## src/rtl/pcsel_pkg.sv

```systemverilog
package pcsel_pkg;

  typedef enum logic [2:0] {
    SEL_SEQ      = 3'd0,
    SEL_BRANCH   = 3'd1,
    SEL_JUMP     = 3'd2,
    SEL_INDIRECT = 3'd3,
    SEL_RESET    = 3'd4,
    SEL_BADOP    = 3'd5,
    SEL_IRQ      = 3'd6
  } pcSel_e;

  typedef struct packed {
    pcSel_e sel;
    logic   trapWrite;
  } pcStrobes_t;

endpackage

```

## src/rtl/pc_ctrl.sv

```systemverilog
module pc_ctrl
  import pcsel_pkg::*;
(
  input  logic       rstSync,
  input  logic       irqReq,
  input  logic       badOpcode,
  input  logic       brEq,
  input  logic       brNe,
  input  logic       zeroFlag,
  input  logic       jumpDirect,
  input  logic       jumpIndirect,
  output pcStrobes_t strobes
);

  logic branchTaken;

  always_comb begin
    branchTaken = (brEq && zeroFlag) || (brNe && !zeroFlag);
  end

  // Priority: reset, bad opcode, interrupt, indirect, direct, branch, sequential.
  always_comb begin
    strobes.sel       = SEL_SEQ;
    strobes.trapWrite = 1'b0;
    if (rstSync) begin
      strobes.sel = SEL_RESET;
    end else if (badOpcode) begin
      strobes.sel       = SEL_BADOP;
      strobes.trapWrite = 1'b1;
    end else if (irqReq) begin
      strobes.sel       = SEL_IRQ;
      strobes.trapWrite = 1'b1;
    end else if (jumpIndirect) begin
      strobes.sel = SEL_INDIRECT;
    end else if (jumpDirect) begin
      strobes.sel = SEL_JUMP;
    end else if (branchTaken) begin
      strobes.sel = SEL_BRANCH;
    end
  end

endmodule

```

## src/rtl/pc_targets.sv

```systemverilog
module pc_targets #(
  parameter int ADDR_W = 32,
  parameter int JUMP_W = 26,
  parameter int IMM_W  = 16,
  localparam int HIGH_W = ADDR_W - JUMP_W - 2,
  localparam int EXT_W  = ADDR_W - IMM_W - 2
) (
  input  logic [HIGH_W-1:0] pcHigh,
  input  logic [ADDR_W-1:0] pcPlus4,
  input  logic [IMM_W-1:0]  immField,
  input  logic [JUMP_W-1:0] jumpField,
  input  logic [ADDR_W-1:0] jumpReg,
  output logic [ADDR_W-1:0] branchTarget,
  output logic [ADDR_W-1:0] jumpTarget,
  output logic [ADDR_W-1:0] indirectTarget
);

  logic [ADDR_W-1:0] byteOffset;

  always_comb begin
    // Word offset widened with its sign, then moved left by two bit places.
    byteOffset     = {{EXT_W{immField[IMM_W-1]}}, immField, 2'b00};
    branchTarget   = pcPlus4 + byteOffset;
    jumpTarget     = {pcHigh, jumpField, 2'b00};
    indirectTarget = jumpReg & ~ADDR_W'(3);
  end

endmodule

```

## src/rtl/pc_dpath.sv

```systemverilog
module pc_dpath
  import pcsel_pkg::*;
#(
  parameter int              ADDR_W    = 32,
  parameter int              JUMP_W    = 26,
  parameter int              IMM_W     = 16,
  parameter logic [ADDR_W-1:0] RESET_VEC = 32'h8000_0000,
  parameter logic [ADDR_W-1:0] BADOP_VEC = 32'h8000_0040,
  parameter logic [ADDR_W-1:0] IRQ_VEC   = 32'h8000_0080,
  localparam int HIGH_W = ADDR_W - JUMP_W - 2
) (
  input  logic              clk,
  input  pcStrobes_t        strobes,
  input  logic [ADDR_W-1:0] jumpReg,
  input  logic [JUMP_W-1:0] jumpField,
  input  logic [IMM_W-1:0]  immField,
  output logic [ADDR_W-1:0] pcOut,
  output logic [ADDR_W-1:0] linkAddr
);

  logic [ADDR_W-1:0] pcQ;
  logic [ADDR_W-1:0] pcPlus4;
  logic [ADDR_W-1:0] pcNext;
  logic [ADDR_W-1:0] branchTarget;
  logic [ADDR_W-1:0] jumpTarget;
  logic [ADDR_W-1:0] indirectTarget;

  always_comb begin
    pcPlus4 = pcQ + ADDR_W'(4);
  end

  pc_targets #(
    .ADDR_W(ADDR_W),
    .JUMP_W(JUMP_W),
    .IMM_W (IMM_W)
  ) i_targets (
    .pcHigh        (pcQ[ADDR_W-1 -: HIGH_W]),
    .pcPlus4       (pcPlus4),
    .immField      (immField),
    .jumpField     (jumpField),
    .jumpReg       (jumpReg),
    .branchTarget  (branchTarget),
    .jumpTarget    (jumpTarget),
    .indirectTarget(indirectTarget)
  );

  // Seven-way next-PC mux.
  always_comb begin
    unique case (strobes.sel)
      SEL_RESET:    pcNext = RESET_VEC;
      SEL_BADOP:    pcNext = BADOP_VEC;
      SEL_IRQ:      pcNext = IRQ_VEC;
      SEL_INDIRECT: pcNext = indirectTarget;
      SEL_JUMP:     pcNext = jumpTarget;
      SEL_BRANCH:   pcNext = branchTarget;
      default:      pcNext = pcPlus4;
    endcase
  end

  always_ff @(posedge clk) begin
    pcQ <= pcNext;
  end

  always_comb begin
    pcOut    = pcQ;
    linkAddr = pcPlus4;
  end

endmodule

```

## src/rtl/pc_sequencer.sv

```systemverilog
module pc_sequencer
  import pcsel_pkg::*;
#(
  parameter int              ADDR_W    = 32,
  parameter int              JUMP_W    = 26,
  parameter int              IMM_W     = 16,
  parameter int              REG_IDX_W = 5,
  parameter int              LINK_REG  = 27,
  parameter logic [ADDR_W-1:0] RESET_VEC = 32'h8000_0000,
  parameter logic [ADDR_W-1:0] BADOP_VEC = 32'h8000_0040,
  parameter logic [ADDR_W-1:0] IRQ_VEC   = 32'h8000_0080
) (
  input  logic                 clk,
  input  logic                 rstSync,
  input  logic                 irqReq,
  input  logic                 badOpcode,
  input  logic                 brEq,
  input  logic                 brNe,
  input  logic                 zeroFlag,
  input  logic                 jumpDirect,
  input  logic                 jumpIndirect,
  input  logic [ADDR_W-1:0]    jumpReg,
  input  logic [JUMP_W-1:0]    jumpField,
  input  logic [IMM_W-1:0]     immField,
  output logic [ADDR_W-1:0]    pcOut,
  output logic [ADDR_W-1:0]    linkAddr,
  output logic                 trapWrite,
  output logic [REG_IDX_W-1:0] trapLinkReg
);

  pcStrobes_t strobes;

  pc_ctrl i_ctrl (
    .rstSync     (rstSync),
    .irqReq      (irqReq),
    .badOpcode   (badOpcode),
    .brEq        (brEq),
    .brNe        (brNe),
    .zeroFlag    (zeroFlag),
    .jumpDirect  (jumpDirect),
    .jumpIndirect(jumpIndirect),
    .strobes     (strobes)
  );

  pc_dpath #(
    .ADDR_W   (ADDR_W),
    .JUMP_W   (JUMP_W),
    .IMM_W    (IMM_W),
    .RESET_VEC(RESET_VEC),
    .BADOP_VEC(BADOP_VEC),
    .IRQ_VEC  (IRQ_VEC)
  ) i_dpath (
    .clk      (clk),
    .strobes  (strobes),
    .jumpReg  (jumpReg),
    .jumpField(jumpField),
    .immField (immField),
    .pcOut    (pcOut),
    .linkAddr (linkAddr)
  );

  always_comb begin
    trapWrite   = strobes.trapWrite;
    trapLinkReg = REG_IDX_W'(LINK_REG);
  end

endmodule

```

## config.mk

```make
export PLATFORM = sky130hd
export DESIGN_NAME = pc_sequencer
export DESIGN_NICKNAME = d
export VERILOG_FILES = /design/src/rtl/pcsel_pkg.sv /design/src/rtl/pc_ctrl.sv /design/src/rtl/pc_targets.sv /design/src/rtl/pc_dpath.sv /design/src/rtl/pc_sequencer.sv
export SDC_FILE = /design/constraint.sdc
export NUM_CORES = 1
export LEC_CHECK = 0
export BUFFER_PORTS_ARGS = -buffer_cell sky130_fd_sc_hd__buf_4
export CAP_MARGIN = 20
export CORE_ASPECT_RATIO = 1.4
export CORE_UTILIZATION = 40
export CTS_CLUSTER_DIAMETER = 40
export CTS_CLUSTER_SIZE = 12
export DETAILED_ROUTE_END_ITERATION = 7
export PLACE_DENSITY = 0.72
export REMOVE_ABC_BUFFERS = 1
export SYNTH_ARGS = -nofsm -noshare
export SYNTH_HDL_FRONTEND = slang
export SYNTH_SLANG_ARGS = --single-unit
```

## constraint.sdc

```tcl
create_clock -name clk -period 4.1 [get_ports clk]
set_clock_uncertainty 0.05 [all_clocks]
set_input_delay 0.41 -clock clk [delete_from_list [all_inputs] [get_ports clk]]
set_output_delay 0.41 -clock clk [all_outputs]
set_load 0.01 [all_outputs]
```

; ---- Word-level counts from Yosys, hierarchy flattened
; Cells that the tools add are included.
[word_totals]
ff_bits = 32
latch_bits = 0
ram_bits = 0
rom_bits = 0
inputBits = 83
out_inout_bits = 70
elab_cells = 23
mem_count = 0
[op_classes]
n_addsub = 2
multipliers = 0
n_div = 0
order_cmp = 0
eq_ne = 6
shift = 0
mux = 9
bitwise_logic = 0
n_reduce_logical = 4
[ops]
columns = operator, count
row1 = case mux 32 bit (6 select lines), 1
row2 = "adder 32 x 3 -> 32 bit, second input constant", 1
row3 = adder 32 bit, 1
row4 = "equality test 3 bit, second input constant", 3
row5 = 2-to-1 mux 3 bit, 3
row6 = "equality test 3 x 2 -> 1 bit, second input constant", 2
row7 = 2-to-1 mux 4 bit, 1
row8 = "equality test 3 x 1 -> 1 bit, second input constant", 1
row9 = 2-to-1 mux 1 bit, 3
row10 = logical AND 1 bit, 2
row11 = 2-to-1 mux 2 bit, 1
row12 = zero test 1 bit, 1
row13 = logical OR 1 bit, 1

; ---- Depth between registers and ports, before layout
[logic_depth]
depth_word = 11
ltp_mapped = 16
depth_no_buf = 14

; ---- Cells and area by module
; From an unflattened synthesis, not the netlist that was laid out.
[unflattened]
cells_unflattened = 620
area_unflattened_um2 = 4768.3
[modules_own_cells]
columns = module, n_inst, cells_each, area_per_inst_um2, seq_area_each_um2
row1 = pc_dpath, 1, 302, 2456.1, 660.6
row2 = pc_targets, 1, 301, 2203.4, 0.0
row3 = pc_ctrl, 1, 10, 63.8, 0.0
row4 = pc_sequencer, 1, 7, 45.0, 0.0

; ---- Worst setup path before layout
; Ideal clock, no wire load.
[synth_path]
path_kind = reg-to-reg
start = reg i_dpath.pcQ[15] (netlist: i_dpath.pcOut[15])
end = reg i_dpath.pcQ[29] (netlist: i_dpath.pcOut[29]) (data pin)
setup_ns = 0.257
arrival_time_ns = 3.227
t_required_ns = 3.793
setup_slack_ns = 0.566
path_stages_with_launch = 15
n_path_buf = 1
synth_period_minus_slack_ns = 3.534
cell_sequence = dfxtp_1 > nand4_1 > nor2_1 > nand2_1 > xnor2_1 > ha_1 > buf_6 > a21o_1 > a211oi_2 > o21bai_1 > a21oi_1 > o21ai_1 > or4_1 > o22ai_1 > nor3_1
[synth_via]
elab_chain_len = 3
[synth_rtl]
columns = element, line_no
row1 = "start, declared", pc_dpath.sv:21  ; logic [ADDR_W-1:0] pcQ;
row2 = "start signal, assigned", pc_dpath.sv:61  ; pcQ <= pcNext;
row3 = adder 32 x 3 -> 32 bit, pc_dpath.sv:29  ; pcPlus4 = pcQ + ADDR_W'(4);
row4 = net linkAddr[22], pc_sequencer.sv:26  ; output logic [ADDR_W-1:0] linkAddr,
row5 = adder 32 bit, pc_targets.sv:23  ; branchTarget = pcPlus4 + byteOffset;
row6 = case mux 32 bit (6 select lines), pc_dpath.sv:49  ; unique case (strobes.sel)
row7 = net i_dpath.pcNext[29], pc_dpath.sv:23  ; logic [ADDR_W-1:0] pcNext;
; The timed path passes the listed nets, and every way through them passes these cells.
; A chain may end at the register's enable or synchronous reset.

; ---- Final worst setup path
[layout_path]
start = reg i_dpath.pcQ[5] (netlist: i_dpath.pcOut[5])
end = reg i_dpath.pcQ[31] (netlist: i_dpath.pcOut[31]) (data pin)
[layout_via]
elab_chain_len = 3
[layout_rtl]
columns = element, line_no
row1 = adder 32 x 3 -> 32 bit *, pc_dpath.sv:29
row2 = adder 32 bit, pc_targets.sv:23
row3 = case mux 32 bit (6 select lines) *, pc_dpath.sv:49
row4 = net i_dpath.pcNext[31], pc_dpath.sv:23
; Mark *: on every way through the listed nets, which the timed path passes. The rest lies on a longest branch.

==> impl_metrics.tcl <==
set metrics [dict create \
    final.setup.tns_ps 0 \
    cts-buffers-inserted 5 \
    timing.slew.headroom_pct 42.3 \
    rsz_0062_raised_after_global_routing "false" \
    floorplan.initialDensity_pct 41.0 \
    final_core_util_pct 56.4 \
    worstPathMaxFanout 7 \
    cp_top_delay_family "compound AO/OA/AOI/OAI gates" \
    mostFrequentLayoutCell "buf_4" \
    cp.required_ps 4090 \
    violations "design-rule violations" \
    count_of_unresolved_drc_violations_after_routing 11 \
    wl_met1_um 5850 \
    max_freq_ghz 0.265 \
    antenna_violating_nets_post_route 0 \
    postSynthAreaPerCell_um2 7.41 \
    timing.critical_path.slowest_cell_delay_ps 400 \
    drt-vias-per-instance 5.99 \
    cts.reportedPaths.clkPinSlew_ps 60 \
    whs_ps 300 \
    timing.critical_path.cells "and4_2 > nor2b_1 > nand2_1 > xnor2_2 > ha_1 > and3_4 > a21boi_1 > a41oi_2 > a31oi_1 > a21boi_1 > o21ai_2 > a31oi_1 > mux2_2" \
    timing.max_cap.violations 0 \
    synthToLayoutAreaGrowth_pct 37.8 \
    first_global_vias 4634 \
    ys_seq_area_share_pct 16.6 \
    grt_usage_pct 30.9 \
    width_of_the_die_um 84.9 \
    fin_max_slew_vios 0 \
    timing.critical_path.from_type "register" \
    period_share_pct 92.2 \
    floorplan.die_area_mm2 0.0100 \
    syn_inst 520 \
    cts_root_buffer "clkbuf_16" \
    layout_setup_ws_ps 320 \
    routed-wl-met3_um 1040 \
    rows 42 \
    critPathLaunch "i_dpath.pcOut[5]" \
    final_net_count 795 \
    1st_iter_drt_viols 343 \
    cpMaxStageDelayCell "dfxtp_1" \
    cellPowerDensity_mw_per_mm2 208 \
    timing.rr.start "i_dpath.pcOut[5]" \
    globalRoute.totalOverflow 0 \
    timing.final.crit_period_ps 3780 \
    design.portCount 153 \
    min-delay-start "jumpField[2]" \
    post-layout-total-power_mw 1.11 \
    critPathKind "reg2reg" \
    n_antenna_cell 0 \
    initial_antenna_violation_count 0 \
    ctsLongestPathBuffers 2 \
    worst_pin_slew_ps 863 \
    die_h_um 118 \
    tritoncts_clock_tree "built" \
    routed-wl-met2_um 7900 \
    fillerInstances 906 \
    timing.critical_path.arrival_ps 3770 \
    vdd_drop_max_v 0.000141 \
    timing.final.hold_violations 0 \
    synth_seq_cells 30 \
    yosysWarnings 0 \
    status "finished, violations left" \
    per_cell_routed_wire_length_um 19.8 \
    leakage_nw 2.51 \
    synth-edff-count 4 \
    place_ws_ps 243 \
    placeableCoreArea_mm2 0.00941 \
    routed-via-count 4719 \
    cts_sinks 30 \
    detailedPlacementHpwl_um 12600 \
    layout-drive-gt1-share_pct 28.9 \
    share_of_synthesized_registers_carrying_an_async_set_or_reset_pct 0 \
    layout.cells.most_common_list "buf_4 (171), nor2_1 (54), nand2_1 (50)" \
    critPathBufInv 0 \
    largest_register_ffs 30 \
    holdCritPathClass "in2reg" \
    gpl.final_weighted_congestion 0.965 \
    maximum_number_of_pins_on_one_net_before_global_route_repair 21 \
    most_instantiated_flip_flop_cell_in_the_synthesis_netlist "dfxtp_1" \
    synth_cell_area_mm2 0.00385 \
    clk-insertion-delay-late_ps 290 \
    synth.lib_cells_used.distinct 67 \
    portBuffers 141 \
    wl_um 15600 \
    top_layer_used "met4" \
    detail_route.first_pass.iterations 8 \
    worst_setup_path_end_kind "register" \
    postCtsSetupBuffers 0 \
    grt_first_pass_wirelength_um 23700 \
    cts-htree-levels 2 \
    setup_violations 0 \
]
worst register-to-register path, cell delays in order (launching register included):
cell and delay, ps:
dfxtp_1 400, and4_2 380, nor2b_1 250, nand2_1 120, xnor2_2 180, ha_1 370, and3_4 240, a21boi_1 190
a41oi_2 60, a31oi_1 330, a21boi_1 170, o21ai_2 320, a31oi_1 190, mux2_2 300
through the flow:
step / cell area [um2] / instances
final: 5310 / 788
after global routing: 5310 / 788
after CTS: 5300 / 788
after detailed placement: 5150 / 780
after global placement: 5150 / 780
after floorplan: 3730 / 499
worst paths after layout:
kind / endpoint / slack, ps / cells after the start
min: i_dpath.pcOut[4] / 300 / 3
min reg2reg: i_dpath.pcOut[2] / 570 / 1
max reg2reg: i_dpath.pcOut[31] / 320 / 13
max: i_dpath.pcOut[31] / 320 / 13
logic make-up (layout without fill, tap and decap cells):
family / after synthesis / after routing / share of synthesized area [%]
multiplexers: 8 / 8 / 2.18
AO/OA/AOI/OAI: 179 / 179 / 30.7
adder cells (fa/ha/maj): 35 / 35 / 11.6
XOR/XNOR: 47 / 47 / 10.9
flip-flops: 30 / 30 / 16.6
buffers and inverters: 45 / 196 / 5.62
AND/OR/NAND/NOR: 174 / 174 / 22.2
other: 2 / 9 / 0.195
synth_stat cells (all sizes together) (8+ instances only):
library cell,n,share of area (%)
nand4,12,1.9
xor2,13,3.0
clkbuf,14,1.4
xnor2,34,7.9
dfxtp,26,14
nor3,11,1.4
a31oi,8,1.3
buf,14,2.6
nor2,55,5.6
nand3,16,2.1
o21bai,10,1.9
o21ai,40,5.3
inv,16,1.6
a21oi,49,6.4
nand2,50,4.9
a22oi,11,2.1
ha,34,11
a21o,11,2.1
power by group:
part	internal, mW	switching, mW	leakage, nW	total [mW]
sequential	0.309	0.0139	0.256	0.323
clock	0.240	0.148	0.0729	0.389
combinational	0.185	0.210	2.18	0.395
total	0.734	0.372	2.51	1.11
cell type report:
class                   instances  area (um2)  share of cell area (%)
clock inverters                 2        12.5                   0.236
inverters                      17        63.8                    1.20
well taps                     110         138                    2.59
multi-input cells             452        3030                    57.1
repair buffers                171        1280                    24.2
flip-flops and latches         30         641                    12.1
clock buffers                   6         139                    2.62
metal layers:
layer,up-vias,GRT usage (%)
met1,2220,33.5
li1,2243,-
met5,-,0
met2,209,54.7
met4,0,18.4
met3,47,5.89
what timing repair did:
action	4_1_cts	5_1_grt
resized for setup	0	2
hold buffers	0	0
endpoints found under the setup margin	0	1
No activity file was read; power rests on OpenSTA's default activity.
